File: src/rtl/sr_pkg.sv
package sr_pkg;
  // adder operand selection, highest priority first
  typedef enum logic [2:0] {
    PICK_NONE,
    PICK_OUT_BUF,
    PICK_BUF_BUF,
    PICK_IN_BUF,
    PICK_IN_OUT
  } pick_e;
endpackage

File: src/rtl/sr_add_pipe.sv
module sr_add_pipe #(
  parameter int W   = 16,
  parameter int SW  = 2,
  parameter int LAT = 3
) (
  input  logic          clk_i,
  input  logic          rst_ni,
  input  logic          v_i,
  input  logic [SW-1:0] slot_i,
  input  logic [W-1:0]  a_i,
  input  logic [W-1:0]  b_i,
  output logic          v_o,
  output logic [SW-1:0] slot_o,
  output logic [W-1:0]  sum_o
);
  logic [LAT-1:0]         v_q;
  logic [LAT-1:0][SW-1:0] s_q;
  logic [LAT-1:0][W-1:0]  d_q;

  always_ff @(posedge clk_i or negedge rst_ni) begin
    if (!rst_ni) begin
      v_q <= '0;
      s_q <= '0;
      d_q <= '0;
    end else begin
      v_q[0] <= v_i;
      s_q[0] <= slot_i;
      d_q[0] <= a_i + b_i;
      for (int k = 1; k < LAT; k++) begin
        v_q[k] <= v_q[k-1];
        s_q[k] <= s_q[k-1];
        d_q[k] <= d_q[k-1];
      end
    end
  end

  assign v_o    = v_q[LAT-1];
  assign slot_o = s_q[LAT-1];
  assign sum_o  = d_q[LAT-1];
endmodule

File: src/rtl/sr_slot_match.sv
module sr_slot_match #(
  parameter int N  = 6,
  parameter int SW = 2,
  parameter int IW = 3
) (
  input  logic [N-1:0]         v_i,
  input  logic [N-1:0][SW-1:0] slot_i,
  input  logic                 probe_v_i,
  input  logic [SW-1:0]        probe_slot_i,
  output logic                 hit_o,
  output logic [IW-1:0]        idx_o
);
  always_comb begin
    hit_o = 1'b0;
    idx_o = '0;
    for (int i = 0; i < N; i++) begin
      if (!hit_o && probe_v_i && v_i[i] && slot_i[i] == probe_slot_i) begin
        hit_o = 1'b1;
        idx_o = IW'(i);
      end
    end
  end
endmodule

File: src/rtl/sr_pair_find.sv
module sr_pair_find #(
  parameter int N  = 6,
  parameter int SW = 2,
  parameter int IW = 3
) (
  input  logic [N-1:0]         v_i,
  input  logic [N-1:0][SW-1:0] slot_i,
  output logic                 hit_o,
  output logic [IW-1:0]        idx_a_o,
  output logic [IW-1:0]        idx_b_o
);
  always_comb begin
    hit_o   = 1'b0;
    idx_a_o = '0;
    idx_b_o = '0;
    for (int i = 0; i < N; i++) begin
      for (int j = i + 1; j < N; j++) begin
        if (!hit_o && v_i[i] && v_i[j] && slot_i[i] == slot_i[j]) begin
          hit_o   = 1'b1;
          idx_a_o = IW'(i);
          idx_b_o = IW'(j);
        end
      end
    end
  end
endmodule

File: src/rtl/sr_free_pick.sv
module sr_free_pick #(
  parameter int N  = 6,
  parameter int IW = 3
) (
  input  logic [N-1:0]  free_i,
  output logic          has0_o,
  output logic          has1_o,
  output logic [IW-1:0] idx0_o,
  output logic [IW-1:0] idx1_o
);
  always_comb begin
    has0_o = 1'b0;
    has1_o = 1'b0;
    idx0_o = '0;
    idx1_o = '0;
    for (int i = 0; i < N; i++) begin
      if (free_i[i]) begin
        if (!has0_o) begin
          has0_o = 1'b1;
          idx0_o = IW'(i);
        end else if (!has1_o) begin
          has1_o = 1'b1;
          idx1_o = IW'(i);
        end
      end
    end
  end
endmodule

File: src/rtl/streamsum_reducer.sv
module streamsum_reducer
  import sr_pkg::*;
#(
  parameter int DATA_W    = 16,
  parameter int ID_W      = 4,
  parameter int ADD_LAT   = 3,
  parameter int BUF_DEPTH = 6,  // keep >= SET_SLOTS + 2
  parameter int SET_SLOTS = 4
) (
  input  logic              clk_i,
  input  logic              rst_ni,
  input  logic              in_valid_i,
  output logic              in_ready_o,
  input  logic [DATA_W-1:0] in_data_i,
  input  logic [ID_W-1:0]   in_id_i,
  input  logic              in_last_i,
  output logic              out_valid_o,
  output logic [ID_W-1:0]   out_id_o,
  output logic [DATA_W-1:0] out_sum_o
);
  localparam int SLOT_W = $clog2(SET_SLOTS);
  localparam int IDX_W  = $clog2(BUF_DEPTH);
  localparam int LIVE_W = $clog2(BUF_DEPTH + ADD_LAT + 4) + 1;
  localparam int CNT_W  = $clog2(BUF_DEPTH + 1);

  // operand buffer
  logic [BUF_DEPTH-1:0]             buf_v_q;
  logic [BUF_DEPTH-1:0][SLOT_W-1:0] buf_slot_q;
  logic [BUF_DEPTH-1:0][DATA_W-1:0] buf_val_q;

  // per-set tracking slots
  logic [LIVE_W-1:0] slot_live_q [SET_SLOTS];
  logic [SET_SLOTS-1:0] slot_last_q, slot_done_q;
  logic [DATA_W-1:0] slot_sum_q  [SET_SLOTS];
  logic [ID_W-1:0]   slot_id_q   [SET_SLOTS];
  logic [SLOT_W-1:0] head_q, tail_q, cur_slot_q;
  logic [SLOT_W:0]   slot_cnt_q;
  logic              open_q;

  // adder pipe
  logic              po_v;
  logic [SLOT_W-1:0] po_slot;
  logic [DATA_W-1:0] po_sum;

  logic              accept, in_first, in_single, in_avail;
  logic [SLOT_W-1:0] in_slot;
  logic              po_done, po_avail, po_taken;
  logic [CNT_W-1:0]  free_cnt;
  logic              emit;

  logic              om_hit, im_hit, pf_hit, io_hit;
  logic [IDX_W-1:0]  om_idx, im_idx, pf_a, pf_b;
  pick_e             pick;
  logic              issue_v;
  logic [SLOT_W-1:0] opa_slot, opb_slot;
  logic [DATA_W-1:0] opa, opb;
  logic [BUF_DEPTH-1:0] consumed;
  logic              out_to_buf, in_to_buf, wr_room;
  logic              fh0, fh1;
  logic [IDX_W-1:0]  fi0, fi1, widx_out, widx_in;

  // input side
  always_comb begin
    free_cnt = '0;
    for (int i = 0; i < BUF_DEPTH; i++) free_cnt = free_cnt + CNT_W'(!buf_v_q[i]);
  end

  assign in_ready_o = (free_cnt >= CNT_W'(2)) &&
                      (open_q || slot_cnt_q < (SLOT_W+1)'(SET_SLOTS));
  assign accept    = in_valid_i && in_ready_o;
  assign in_first  = !open_q;
  assign in_slot   = open_q ? cur_slot_q : tail_q;
  assign in_single = in_first && in_last_i;
  assign in_avail  = accept && !in_single;

  // adder result: final total when its set is closed and it is the only live operand
  assign po_done  = po_v && slot_last_q[po_slot] && (slot_live_q[po_slot] == LIVE_W'(1));
  assign po_avail = po_v && !po_done;

  sr_slot_match #(.N(BUF_DEPTH), .SW(SLOT_W), .IW(IDX_W)) u_match_out (
    .v_i(buf_v_q), .slot_i(buf_slot_q), .probe_v_i(po_avail), .probe_slot_i(po_slot),
    .hit_o(om_hit), .idx_o(om_idx));

  sr_slot_match #(.N(BUF_DEPTH), .SW(SLOT_W), .IW(IDX_W)) u_match_in (
    .v_i(buf_v_q), .slot_i(buf_slot_q), .probe_v_i(in_avail), .probe_slot_i(in_slot),
    .hit_o(im_hit), .idx_o(im_idx));

  sr_pair_find #(.N(BUF_DEPTH), .SW(SLOT_W), .IW(IDX_W)) u_pair (
    .v_i(buf_v_q), .slot_i(buf_slot_q), .hit_o(pf_hit), .idx_a_o(pf_a), .idx_b_o(pf_b));

  assign io_hit = in_avail && po_avail && (in_slot == po_slot);

  // operand scheduling
  always_comb begin
    pick     = PICK_NONE;
    opa      = '0;
    opb      = '0;
    opa_slot = '0;
    opb_slot = '0;
    consumed = '0;
    if (om_hit)      pick = PICK_OUT_BUF;
    else if (pf_hit) pick = PICK_BUF_BUF;
    else if (im_hit) pick = PICK_IN_BUF;
    else if (io_hit) pick = PICK_IN_OUT;
    case (pick)
      PICK_OUT_BUF: begin
        opa = po_sum;             opa_slot = po_slot;
        opb = buf_val_q[om_idx];  opb_slot = buf_slot_q[om_idx];
        consumed[om_idx] = 1'b1;
      end
      PICK_BUF_BUF: begin
        opa = buf_val_q[pf_a];    opa_slot = buf_slot_q[pf_a];
        opb = buf_val_q[pf_b];    opb_slot = buf_slot_q[pf_b];
        consumed[pf_a] = 1'b1;
        consumed[pf_b] = 1'b1;
      end
      PICK_IN_BUF: begin
        opa = in_data_i;          opa_slot = in_slot;
        opb = buf_val_q[im_idx];  opb_slot = buf_slot_q[im_idx];
        consumed[im_idx] = 1'b1;
      end
      PICK_IN_OUT: begin
        opa = in_data_i;          opa_slot = in_slot;
        opb = po_sum;             opb_slot = po_slot;
      end
      default: ;
    endcase
  end

  assign issue_v = (pick != PICK_NONE);

  sr_add_pipe #(.W(DATA_W), .SW(SLOT_W), .LAT(ADD_LAT)) u_add (
    .clk_i, .rst_ni, .v_i(issue_v), .slot_i(opa_slot), .a_i(opa), .b_i(opb),
    .v_o(po_v), .slot_o(po_slot), .sum_o(po_sum));

  // leftovers go to the buffer, into entries free now or freed this cycle
  assign out_to_buf = po_avail && pick != PICK_OUT_BUF && pick != PICK_IN_OUT;
  assign in_to_buf  = in_avail && pick != PICK_IN_BUF && pick != PICK_IN_OUT;

  sr_free_pick #(.N(BUF_DEPTH), .IW(IDX_W)) u_free (
    .free_i(~buf_v_q | consumed), .has0_o(fh0), .has1_o(fh1), .idx0_o(fi0), .idx1_o(fi1));

  assign widx_out = fi0;
  assign widx_in  = out_to_buf ? fi1 : fi0;
  assign wr_room  = out_to_buf ? (fh0 && (!in_to_buf || fh1)) : (!in_to_buf || fh0);
  assign po_taken = !po_v || po_done || pick == PICK_OUT_BUF || pick == PICK_IN_OUT ||
                    (out_to_buf && fh0);

  always_ff @(posedge clk_i or negedge rst_ni) begin
    if (!rst_ni) begin
      buf_v_q    <= '0;
      buf_slot_q <= '0;
      buf_val_q  <= '0;
    end else begin
      for (int i = 0; i < BUF_DEPTH; i++) begin
        if (consumed[i]) buf_v_q[i] <= 1'b0;
        if (out_to_buf && widx_out == IDX_W'(i)) begin
          buf_v_q[i]    <= 1'b1;
          buf_slot_q[i] <= po_slot;
          buf_val_q[i]  <= po_sum;
        end
        if (in_to_buf && widx_in == IDX_W'(i)) begin
          buf_v_q[i]    <= 1'b1;
          buf_slot_q[i] <= in_slot;
          buf_val_q[i]  <= in_data_i;
        end
      end
    end
  end

  // slot table and in-order release
  assign emit        = slot_done_q[head_q];
  assign out_valid_o = emit;
  assign out_id_o    = slot_id_q[head_q];
  assign out_sum_o   = slot_sum_q[head_q];

  always_ff @(posedge clk_i or negedge rst_ni) begin
    if (!rst_ni) begin
      for (int s = 0; s < SET_SLOTS; s++) begin
        slot_live_q[s] <= '0;
        slot_sum_q[s]  <= '0;
        slot_id_q[s]   <= '0;
      end
      slot_last_q <= '0;
      slot_done_q <= '0;
      head_q      <= '0;
      tail_q      <= '0;
      cur_slot_q  <= '0;
      slot_cnt_q  <= '0;
      open_q      <= 1'b0;
    end else begin
      for (int s = 0; s < SET_SLOTS; s++) begin
        if (po_done && po_slot == SLOT_W'(s)) begin
          slot_live_q[s] <= '0;
          slot_done_q[s] <= 1'b1;
          slot_sum_q[s]  <= po_sum;
        end else begin
          slot_live_q[s] <= slot_live_q[s]
                          + LIVE_W'(in_avail && in_slot == SLOT_W'(s))
                          - LIVE_W'(issue_v && opa_slot == SLOT_W'(s));
        end
        if (emit && head_q == SLOT_W'(s)) begin
          slot_done_q[s] <= 1'b0;
          slot_last_q[s] <= 1'b0;
        end
        if (accept && in_slot == SLOT_W'(s)) begin
          if (in_first)  slot_id_q[s]   <= in_id_i;
          if (in_last_i) slot_last_q[s] <= 1'b1;
          if (in_single) begin
            slot_done_q[s] <= 1'b1;
            slot_sum_q[s]  <= in_data_i;
          end
        end
      end
      if (accept) begin
        open_q     <= !in_last_i;
        cur_slot_q <= in_slot;
      end
      if (accept && in_first)
        tail_q <= (tail_q == SLOT_W'(SET_SLOTS - 1)) ? '0 : tail_q + 1'b1;
      if (emit)
        head_q <= (head_q == SLOT_W'(SET_SLOTS - 1)) ? '0 : head_q + 1'b1;
      slot_cnt_q <= slot_cnt_q + (SLOT_W+1)'(accept && in_first) - (SLOT_W+1)'(emit);
    end
  end
endmodule

File: config.mk
export PLATFORM = sky130hd
export DESIGN_NAME = streamsum_reducer
export DESIGN_NICKNAME = d
export VERILOG_FILES = /design/src/rtl/sr_pkg.sv /design/src/rtl/sr_add_pipe.sv /design/src/rtl/sr_slot_match.sv /design/src/rtl/sr_pair_find.sv /design/src/rtl/sr_free_pick.sv /design/src/rtl/streamsum_reducer.sv
export SDC_FILE = /design/constraint.sdc
export NUM_CORES = 1
export LEC_CHECK = 0
export BUFFER_PORTS_ARGS = -buffer_cell sky130_fd_sc_hd__buf_2
export CAP_MARGIN = 20
export CORE_UTILIZATION = 45
export CTS_BUF_LIST = sky130_fd_sc_hd__clkbuf_16
export CTS_CLUSTER_SIZE = 16
export DETAILED_ROUTE_END_ITERATION = 16
export HOLD_SLACK_MARGIN = 0.05
export PLACE_DENSITY = 0.6
export SETUP_SLACK_MARGIN = 0.02
export SYNTH_ARGS = -nofsm -noshare
export SYNTH_HDL_FRONTEND = slang
export SYNTH_HIERARCHICAL = 1
export SYNTH_SLANG_ARGS = --single-unit
File: constraint.sdc
create_clock -name clk_i -period 9.85 [get_ports clk_i]
set_input_delay 1.4775 -clock clk_i [delete_from_list [all_inputs] [get_ports clk_i]]
set_output_delay 1.4775 -clock clk_i [all_outputs]
set_load 0.03 [all_outputs]
==> results of run 1 <==
[final timing paths]
path,from,to,slack (ns),cells past startpoint
worst max-delay path,buf_v_q[1]$_DFFE_PN0P_,buf_val_q[71]$_DFFE_PN0P_,0.97,22
worst min-delay path,u_add/d_q[8]$_DFF_PN0_,u_add/d_q[24]$_DFF_PN0_,0.34,0
worst max register to register,buf_v_q[1]$_DFFE_PN0P_,buf_val_q[71]$_DFFE_PN0P_,0.97,22
worst min register to register,u_add/d_q[8]$_DFF_PN0_,u_add/d_q[24]$_DFF_PN0_,0.34,0
max in group asynchronous,rst_ni,slot_last_q[3]$_DFF_PN0_,6.80,3
min in group asynchronous,rst_ni,u_add/d_q[15]$_DFF_PN0_,0.97,1
[flip-flops by register name, summed over array words and instances (netlist names), 2 cells and up]
register      cells
buf_slot_q       12
buf_v_q           6
buf_val_q        96
cur_slot_q        2
head_q            2
slot_cnt_q        3
slot_done_q       4
slot_id_q        16
slot_last_q       4
slot_live_q      20
slot_sum_q       64
tail_q            2
u_add/d_q        32
u_add/s_q         4
u_add/slot_o      2
u_add/sum_o      16
u_add/v_q         3
[critical path, stage by stage, from the launching register on]
cell,delay [ns]
dfrtp_1,0.61
fa_1,0.51
fa_1,0.45
or2_2,0.30
fa_1,0.50
a21boi_0,0.32
o21a_1,0.39
nand2_1,0.10
nor3_1,0.34
nand2b_1,0.15
a31oi_4,0.83
nand2_1,0.55
o2111ai_1,0.62
inv_1,0.15
ha_1,0.32
nand4bb_1,0.19
o311a_4,0.21
o31ai_2,0.06
a211oi_1,0.56
nor3b_1,0.09
and3_1,0.24
o21ai_4,0.83
mux2_2,0.42
[final cells by class]
type | count | area [sq um] | share of cell area
Clock buffer | 35 | 876 | 0.0394
Timing Repair Buffer | 89 | 606 | 0.0273
Sequential cell | 289 | 7230 | 0.325
Clock inverter | 25 | 260 | 0.0117
Tap cell | 600 | 751 | 0.0338
Inverter | 66 | 253 | 0.0114
Multi-Input combinational cell | 1566 | 12200 | 0.551
[stage by stage]
stage / cell area (sq um) / utilization
floorplan: 20700 / -
global placement: 21000 / 0.463
detailed placement: 21000 / 0.463
CTS: 22200 / 0.488
global route: 22200 / 0.490
finish: 22200 / 0.490
[cell usage in the layout, fill, tap and decap left out, drive strengths merged, types with 11 or more instances in the layout]
cell type / count
nor2: 136
a211oi: 26
buf: 89
o221ai: 11
o21ai: 110
nor3: 24
mux2i: 136
nand2: 268
nand3: 38
nor4: 14
xnor2: 53
dfrtp: 289
a21o: 17
a221o: 16
mux4: 25
o22ai: 34
nand4: 34
ha: 47
a21oi: 53
xor2: 33
a221oi: 17
mux2: 238
clkbuf: 35
a31oi: 69
inv: 69
clkinv: 15
nand2b: 15
and3: 14
o211ai: 16
nor2b: 15
[metal layers]
metal,up-vias,global-route usage,wire [um]
met3,178,0.0613,5910
met1,8284,0.378,27300
met4,0,0.123,2500
met2,764,0.433,29200
met5,-,0,0
li1,7466,-,-
==> impl_metrics.tcl, run 1 <==
set metrics [dict create \
    ios 46 \
    die_x_um 216 \
    pre_cts_ws_ns 1.11 \
    gr-total-overflow 0 \
    finalCritPeriodShare 0.901 \
    cts.repair.resized 0 \
    drv_cap 0 \
    min_path_type "reg2reg" \
    avgSynthCellArea_sq_um 9.75 \
    die_area_sq_um 46800 \
    drc 0 \
    root_buffer "clkbuf_16" \
    cts_buffers 35 \
    gp_congestion 0.888 \
    cp_max_fo 22 \
    status "completed" \
    htree_levels 2 \
    whs_ns 0.343 \
    critPathRequiredTime_ns 10.28 \
    clk-insertion-delay-late_ns 0.56 \
    drive_gt1_frac 0.223 \
    rsz0062_at_grt "false" \
    relSlewSlack 0.230 \
    grt_usage 0.280 \
    initial_utilization 0.456 \
    syn_area_sq_um 20700 \
    clkTransAtPathRegs_ns 0.06 \
    crit_type "reg2reg" \
    wl_per_cell_um 24.3 \
    drt_iter0_drc 1760 \
    cts_sinks 289 \
    max_freq_ghz 0.113 \
    cts_hold_buf 0 \
    syn-num-nets 2201 \
    cts_tree "yes" \
    grt_pass1_vias 16714 \
    cp-start-kind "flip-flop" \
    layout.nets 2127 \
    hold_violations 0 \
    clk_path_buf_depth 3 \
    cp.arrival_ns 9.31 \
    grt_start_max_net_pins 98 \
    slew_viol_final 0 \
    portBuffers 45 \
    wirelength_um 64900 \
    min_period_ns 8.88 \
    dr.pass1.iters 6 \
    setup_tns_ns 0 \
    drt.antenna.violating_nets 0 \
    syn_inst 2121 \
    clock-skew-final_ns 0.0212 \
    via_per_inst 6.25 \
    grt_first_pass_wirelength_um 101000 \
    critPathCaptureType "flip-flop" \
    coreArea_sq_um 45400 \
    die_y_um 216 \
    setup_violations 0 \
    antennaDiodeCount 0 \
    fillers 4189 \
    worstMarginPinSlew_ns 1.15 \
    via_count 16692 \
    dp.cells 2608 \
    ys_warn_count 6 \
    final_cells 2670 \
    hpwl_um 41900 \
    worst_slack_ns 0.972 \
    antenna_found_initial 1 \
    cts_setup_buffers 0 \
    area_delta_synth_final_pct 7.45 \
    placementRows 78 \
]
Power of run 1 is not shown: default switching activity piles up to over one toggle a cycle in this logic, so the estimate is an artifact.
==> run 2, diff against run 1 <==
==> constraint.sdc (replaced) <==
create_clock -name clk_i -period 9.85 [get_ports clk_i]
set_input_delay 2.955 -clock clk_i [delete_from_list [all_inputs] [get_ports clk_i]]
set_output_delay 2.955 -clock clk_i [all_outputs]
set_load 0.03 [all_outputs]
==> run 2 against run 1 <==
Effect of this change:
- routed wire length about the same
- critical path type is now in2reg
- die area unchanged
- via count down 0.44%
==> impl_metrics.tcl, run 2 (synthesized netlist as in run 1, its figures left out) <==
set metrics [dict create \
    status "completed" \
    dp.cells 2616 \
    setup_tns_ns 0 \
    relSlewSlack 0.192 \
    drv_cap 0 \
    clk-insertion-delay-late_ns 0.58 \
    drt.antenna.violating_nets 0 \
    clkTransAtPathRegs_ns 0.06 \
    r2r-end "buf_val_q[67]$_DFFE_PN0P_" \
    root_buffer "clkbuf_16" \
    whs_endpoint "u_add/d_q[16]$_DFF_PN0_" \
    utilization 0.490 \
    min_period_ns 8.37 \
    critPathRequiredTime_ns 10.29 \
    coreArea_sq_um 45400 \
    grt_start_max_net_pins 112 \
    min_path_type "reg2reg" \
    reg2reg_setup_slack_ns 1.51 \
    hp-start "u_add/d_q[0]$_DFF_PN0_" \
    cts_sinks 289 \
    final_cells 2679 \
    grt_usage 0.278 \
    cp_max_fo 20 \
    layout_common_cells "289 x dfrtp_1, 267 x nand2_1, 196 x mux2_2" \
    cpPeakStageDelay_ns 0.74 \
    grt_pass1_vias 16432 \
    setup_violations 0 \
    cp_cell_sequence "buf_2 > a21boi_0 > o21a_1 > nand2_1 > nor3_1 > nand2b_1 > a31oi_4 > buf_4 > nand2_1 > o2111ai_1 > inv_1 > ha_1 > nand4bb_1 > o311a_4 > o31ai_2 > a211oi_1 > nor3b_1 > and3_1 > o21ai_4 > mux2_2" \
    whs_ns 0.331 \
    cts.repair.resized 0 \
    wirelength_um 65000 \
    via_per_inst 6.20 \
    r2r-start "buf_v_q[1]$_DFFE_PN0P_" \
    clk_path_buf_depth 3 \
    drive_gt1_frac 0.225 \
    cts_hold_buf 0 \
    via_count 16618 \
    gr-total-overflow 0 \
    critPathSlowestCell "o21ai_4" \
    die_area_sq_um 46800 \
    max_freq_ghz 0.119 \
    die_x_um 216 \
    worstMarginPinSlew_ns 1.21 \
    initial_utilization 0.456 \
    gp_congestion 0.912 \
    htree_levels 2 \
    drt_iter0_drc 1782 \
    clock-skew-final_ns 0.0245 \
    regMostFlops "buf_val_q" \
    hpwl_um 42000 \
    slew_viol_final 0 \
    area_delta_synth_final_pct 7.58 \
    rr_worst_depth 23 \
    layout.nets 2133 \
    largest_reg_flops 96 \
    drc 0 \
    portBuffers 45 \
    hold_path_depth 0 \
    rsz0062_at_grt "false" \
    hold_violations 0 \
    dr.pass1.iters 5 \
    cpMostUsedCell "nand2_1" \
    cts_setup_buffers 0 \
    die_y_um 216 \
    cts_tree "yes" \
    largestRegisters "buf_val_q x96, slot_sum_q x64, u_add/d_q x32" \
    placementRows 78 \
    crit_type "in2reg" \
    critPathCaptureType "flip-flop" \
    ios 46 \
    cp-start-kind "input pin" \
    final_common_cell "dfrtp_1" \
    cp.arrival_ns 8.81 \
    grt_first_pass_wirelength_um 99500 \
    antenna_found_initial 1 \
    wl_per_cell_um 24.2 \
    finalCritPeriodShare 0.850 \
    cts_buffers 34 \
]
==> run 2: cell types whose count changed in the layout (fill, tap and decap cells not counted), sizes merged <==
cell / delta
clkbuf: -1
inv: +4
bufinv: -2
diode: +1
buf: +7
==> run 2: how the worst max path moves through the flow <==
stage / from / to / cells past startpoint / slack [ns]
2_1_floorplan: in_valid_i / buf_val_q[24]$_DFFE_PN0P_ / 23 / 1.18
3_3_place_gp: in_valid_i / buf_val_q[69]$_DFFE_PN0P_ / 20 / 1.23
3_5_place_dp: in_valid_i / buf_val_q[67]$_DFFE_PN0P_ / 20 / 1.01
4_1_cts: in_valid_i / buf_val_q[67]$_DFFE_PN0P_ / 20 / 1.60
5_1_grt: buf_v_q[1]$_DFFE_PN0P_ / buf_val_q[67]$_DFFE_PN0P_ / 23 / 1.14
6_report: in_valid_i / buf_val_q[67]$_DFFE_PN0P_ / 20 / 1.48
==> run 2: stage by stage <==
| step | setup WS [ns] | cell area [sq um] |
|---|---|---|
| floorplan | 1.18 | 20700 |
| global placement | 1.23 | 21100 |
| detailed placement | 1.01 | 21100 |
| CTS | 1.60 | 22200 |
| global route | 1.14 | 22200 |
| finish | 1.48 | 22200 |
==> run 2: metal layers <==
layer	GRT usage	routed length (um)	share of wire
met5	0	0	0
met4	0.137	2990	0.046
met3	0.0508	4900	0.075
met2	0.433	29300	0.45
met1	0.373	27800	0.43
==> run 2: final cells by class <==
cell class                      instances  area, sq um
Tap cell                              600          751
Clock inverter                         27          250
Timing Repair Buffer                   96          663
Clock buffer                           34          851
Inverter                               66          253
Fill cell                            4201        23100
Multi-Input combinational cell       1566        12200
Sequential cell                       289         7230
Antenna cell                            1         2.50
==> run 2: worst max-delay path: cells and delay by family <==
family | cells | cell delay [ns]
buffers and inverters | 3 | 0.52
muxes | 1 | 0.42
AOI/OAI and AO/OA | 8 | 3.16
and+or+nand+nor | 7 | 1.41
adders and majority gates | 1 | 0.31
Power of run 2 is left out for the same reason.
==> run 3, diff against run 2 <==
--- a/config.mk
+++ b/config.mk
@@ -5,6 +5,7 @@
 export SDC_FILE = /design/constraint.sdc
 export NUM_CORES = 1
 export LEC_CHECK = 0
+export ABC_CLOCK_PERIOD_IN_PS = 7900
 export BUFFER_PORTS_ARGS = -buffer_cell sky130_fd_sc_hd__buf_2
 export CAP_MARGIN = 20
 export CORE_UTILIZATION = 45
@@ -14,6 +15,7 @@
 export HOLD_SLACK_MARGIN = 0.05
 export PLACE_DENSITY = 0.6
 export SETUP_SLACK_MARGIN = 0.02
+export SKIP_LAST_GASP = 1
 export SYNTH_ARGS = -nofsm -noshare
 export SYNTH_HDL_FRONTEND = slang
 export SYNTH_HIERARCHICAL = 1
==> constraint.sdc (replaced) <==
create_clock -name clk_i -period 7.9 [get_ports clk_i]
set_input_delay 2.37 -clock clk_i [delete_from_list [all_inputs] [get_ports clk_i]]
set_output_delay 2.37 -clock clk_i [all_outputs]
set_load 0.03 [all_outputs]
==> run 3 against run 2 <==
Effect of this change:
- count of clock-buffer cells in the layout is 1 higher
- die area did not move
- clock skew fell by 0.0049 ns
- routed wire length is 0.96% higher
- first-iteration DRC count decreased by 3.4%
- critical endpoint is now u_add/d_q[15]$_DFF_PN0_
==> impl_metrics.tcl, run 3 (synthesized netlist as in run 1, its figures left out) <==
set metrics [dict create \
    critPathCaptureType "flip-flop" \
    drt_iter0_drc 1721 \
    coreArea_sq_um 45400 \
    cp-start-kind "flip-flop" \
    crit_type "reg2reg" \
    drt.antenna.violating_nets 0 \
    final_common_cell "dfrtp_1" \
    die_y_um 216 \
    max_freq_ghz 0.133 \
    largestRegisters "buf_val_q x96, slot_sum_q x64, u_add/d_q x32" \
    clock-skew-final_ns 0.0196 \
    wl_per_cell_um 24.3 \
    layout.nets 2152 \
    critPathRequiredTime_ns 8.32 \
    die_area_sq_um 46800 \
    placementRows 78 \
    grt_first_pass_wirelength_um 101000 \
    relSlewSlack 0.282 \
    antenna_found_initial 2 \
    drc 0 \
    portBuffers 45 \
    slew_viol_final 0 \
    gr-total-overflow 0 \
    cts_sinks 289 \
    pre_cts_ws_ns 0.464 \
    rsz0062_at_grt "false" \
    worstMarginPinSlew_ns 1.07 \
    ios 46 \
    finalCritPeriodShare 0.951 \
    clk_path_buf_depth 3 \
    initial_utilization 0.456 \
    min_period_ns 7.51 \
    wirelength_um 65600 \
    htree_levels 2 \
    area_delta_synth_final_pct 8.14 \
    layout_common_cells "289 x dfrtp_1, 267 x nand2_1, 196 x mux2_2" \
    min_path_type "reg2reg" \
    utilization 0.493 \
    gp_congestion 0.946 \
    drv_cap 0 \
    setup_tns_ns 0 \
    clk-insertion-delay-late_ns 0.56 \
    grt_usage 0.281 \
    cts_tree "yes" \
    status "completed" \
    die_x_um 216 \
    regMostFlops "buf_val_q" \
    hpwl_um 42800 \
    cts_buffers 35 \
    cts.repair.resized 0 \
    setup_violations 0 \
    via_per_inst 6.30 \
    cp.arrival_ns 7.93 \
    cts_setup_buffers 0 \
    root_buffer "clkbuf_16" \
    clkTransAtPathRegs_ns 0.06 \
    hold_violations 0 \
    dr.pass1.iters 6 \
    cts_hold_buf 0 \
    cp_max_fo 11 \
    largest_reg_flops 96 \
    grt_start_max_net_pins 112 \
    worst_slack_ns 0.388 \
    via_count 16995 \
    drive_gt1_frac 0.233 \
    grt_pass1_vias 16683 \
]
==> run 3: cell types whose count changed in the layout (fill, tap and decap cells not counted), sizes merged <==
cell and change:
clkinv +1, inv -1, buf +18, clkbuf +1
==> run 3: final cells by class <==
class,instances,area [sq um]
multi-input cells,1566,12200
clock buffers,35,876
repair buffers,114,778
well taps,600,751
diodes,1,2.50
flip-flops and latches,289,7230
fillers,4188,23000
inverters,66,253
clock inverters,27,228
==> run 3: critical path, cell delays in order (launching register included) <==
cell,delay (ns)
dfrtp_1,0.51
fa_1,0.60
fa_1,0.40
or2_2,0.30
fa_1,0.56
a21boi_0,0.08
buf_4,0.15
o21a_1,0.22
nand4_1,0.24
nand4_1,0.16
or3_1,0.37
nor3_1,0.39
o211ai_1,0.25
nor3_4,0.24
and2_1,0.75
nand2_1,0.11
nand3_1,0.15
ha_1,0.36
o211ai_1,0.32
o21a_1,0.15
o21ai_1,0.18
a221oi_1,0.72
xnor2_1,0.14
==> run 3: path summary, 6_finish.rpt <==
kind | cells past startpoint | slack, ns | end | startpoint
max in group asynchronous | 2 | 4.61 | u_add/d_q[6]$_DFF_PN0_ | rst_ni
worst min-delay path | 0 | 0.34 | u_add/d_q[22]$_DFF_PN0_ | u_add/d_q[6]$_DFF_PN0_
min in group asynchronous | 1 | 1.84 | buf_val_q[95]$_DFFE_PN0P_ | rst_ni
worst max register to register | 22 | 0.39 | u_add/d_q[15]$_DFF_PN0_ | buf_v_q[0]$_DFFE_PN0P_
worst max-delay path | 22 | 0.39 | u_add/d_q[15]$_DFF_PN0_ | buf_v_q[0]$_DFFE_PN0P_
worst min register to register | 0 | 0.34 | u_add/d_q[22]$_DFF_PN0_ | u_add/d_q[6]$_DFF_PN0_
==> run 3: stage by stage <==
step	hold slack [ns]	cells	cell area (sq um)
floorplan	0.331	2121	20700
global placement	0.332	2635	21300
detailed placement	0.335	2635	21300
CTS	0.347	2697	22400
global route	0.345	2698	22400
finish	0.342	2698	22400
==> run 3: layer usage <==
metal | wire, um | part of all wire | track usage | up-vias
met1 | 27400 | 0.42 | 0.376 | 8494
li1 | - | - | - | 7529
met5 | 12 | 0.00018 | 0 | -
met2 | 29600 | 0.45 | 0.435 | 772
met3 | 5520 | 0.084 | 0.0531 | 198
met4 | 2990 | 0.046 | 0.139 | 2
Power of run 3 is left out for the same reason.
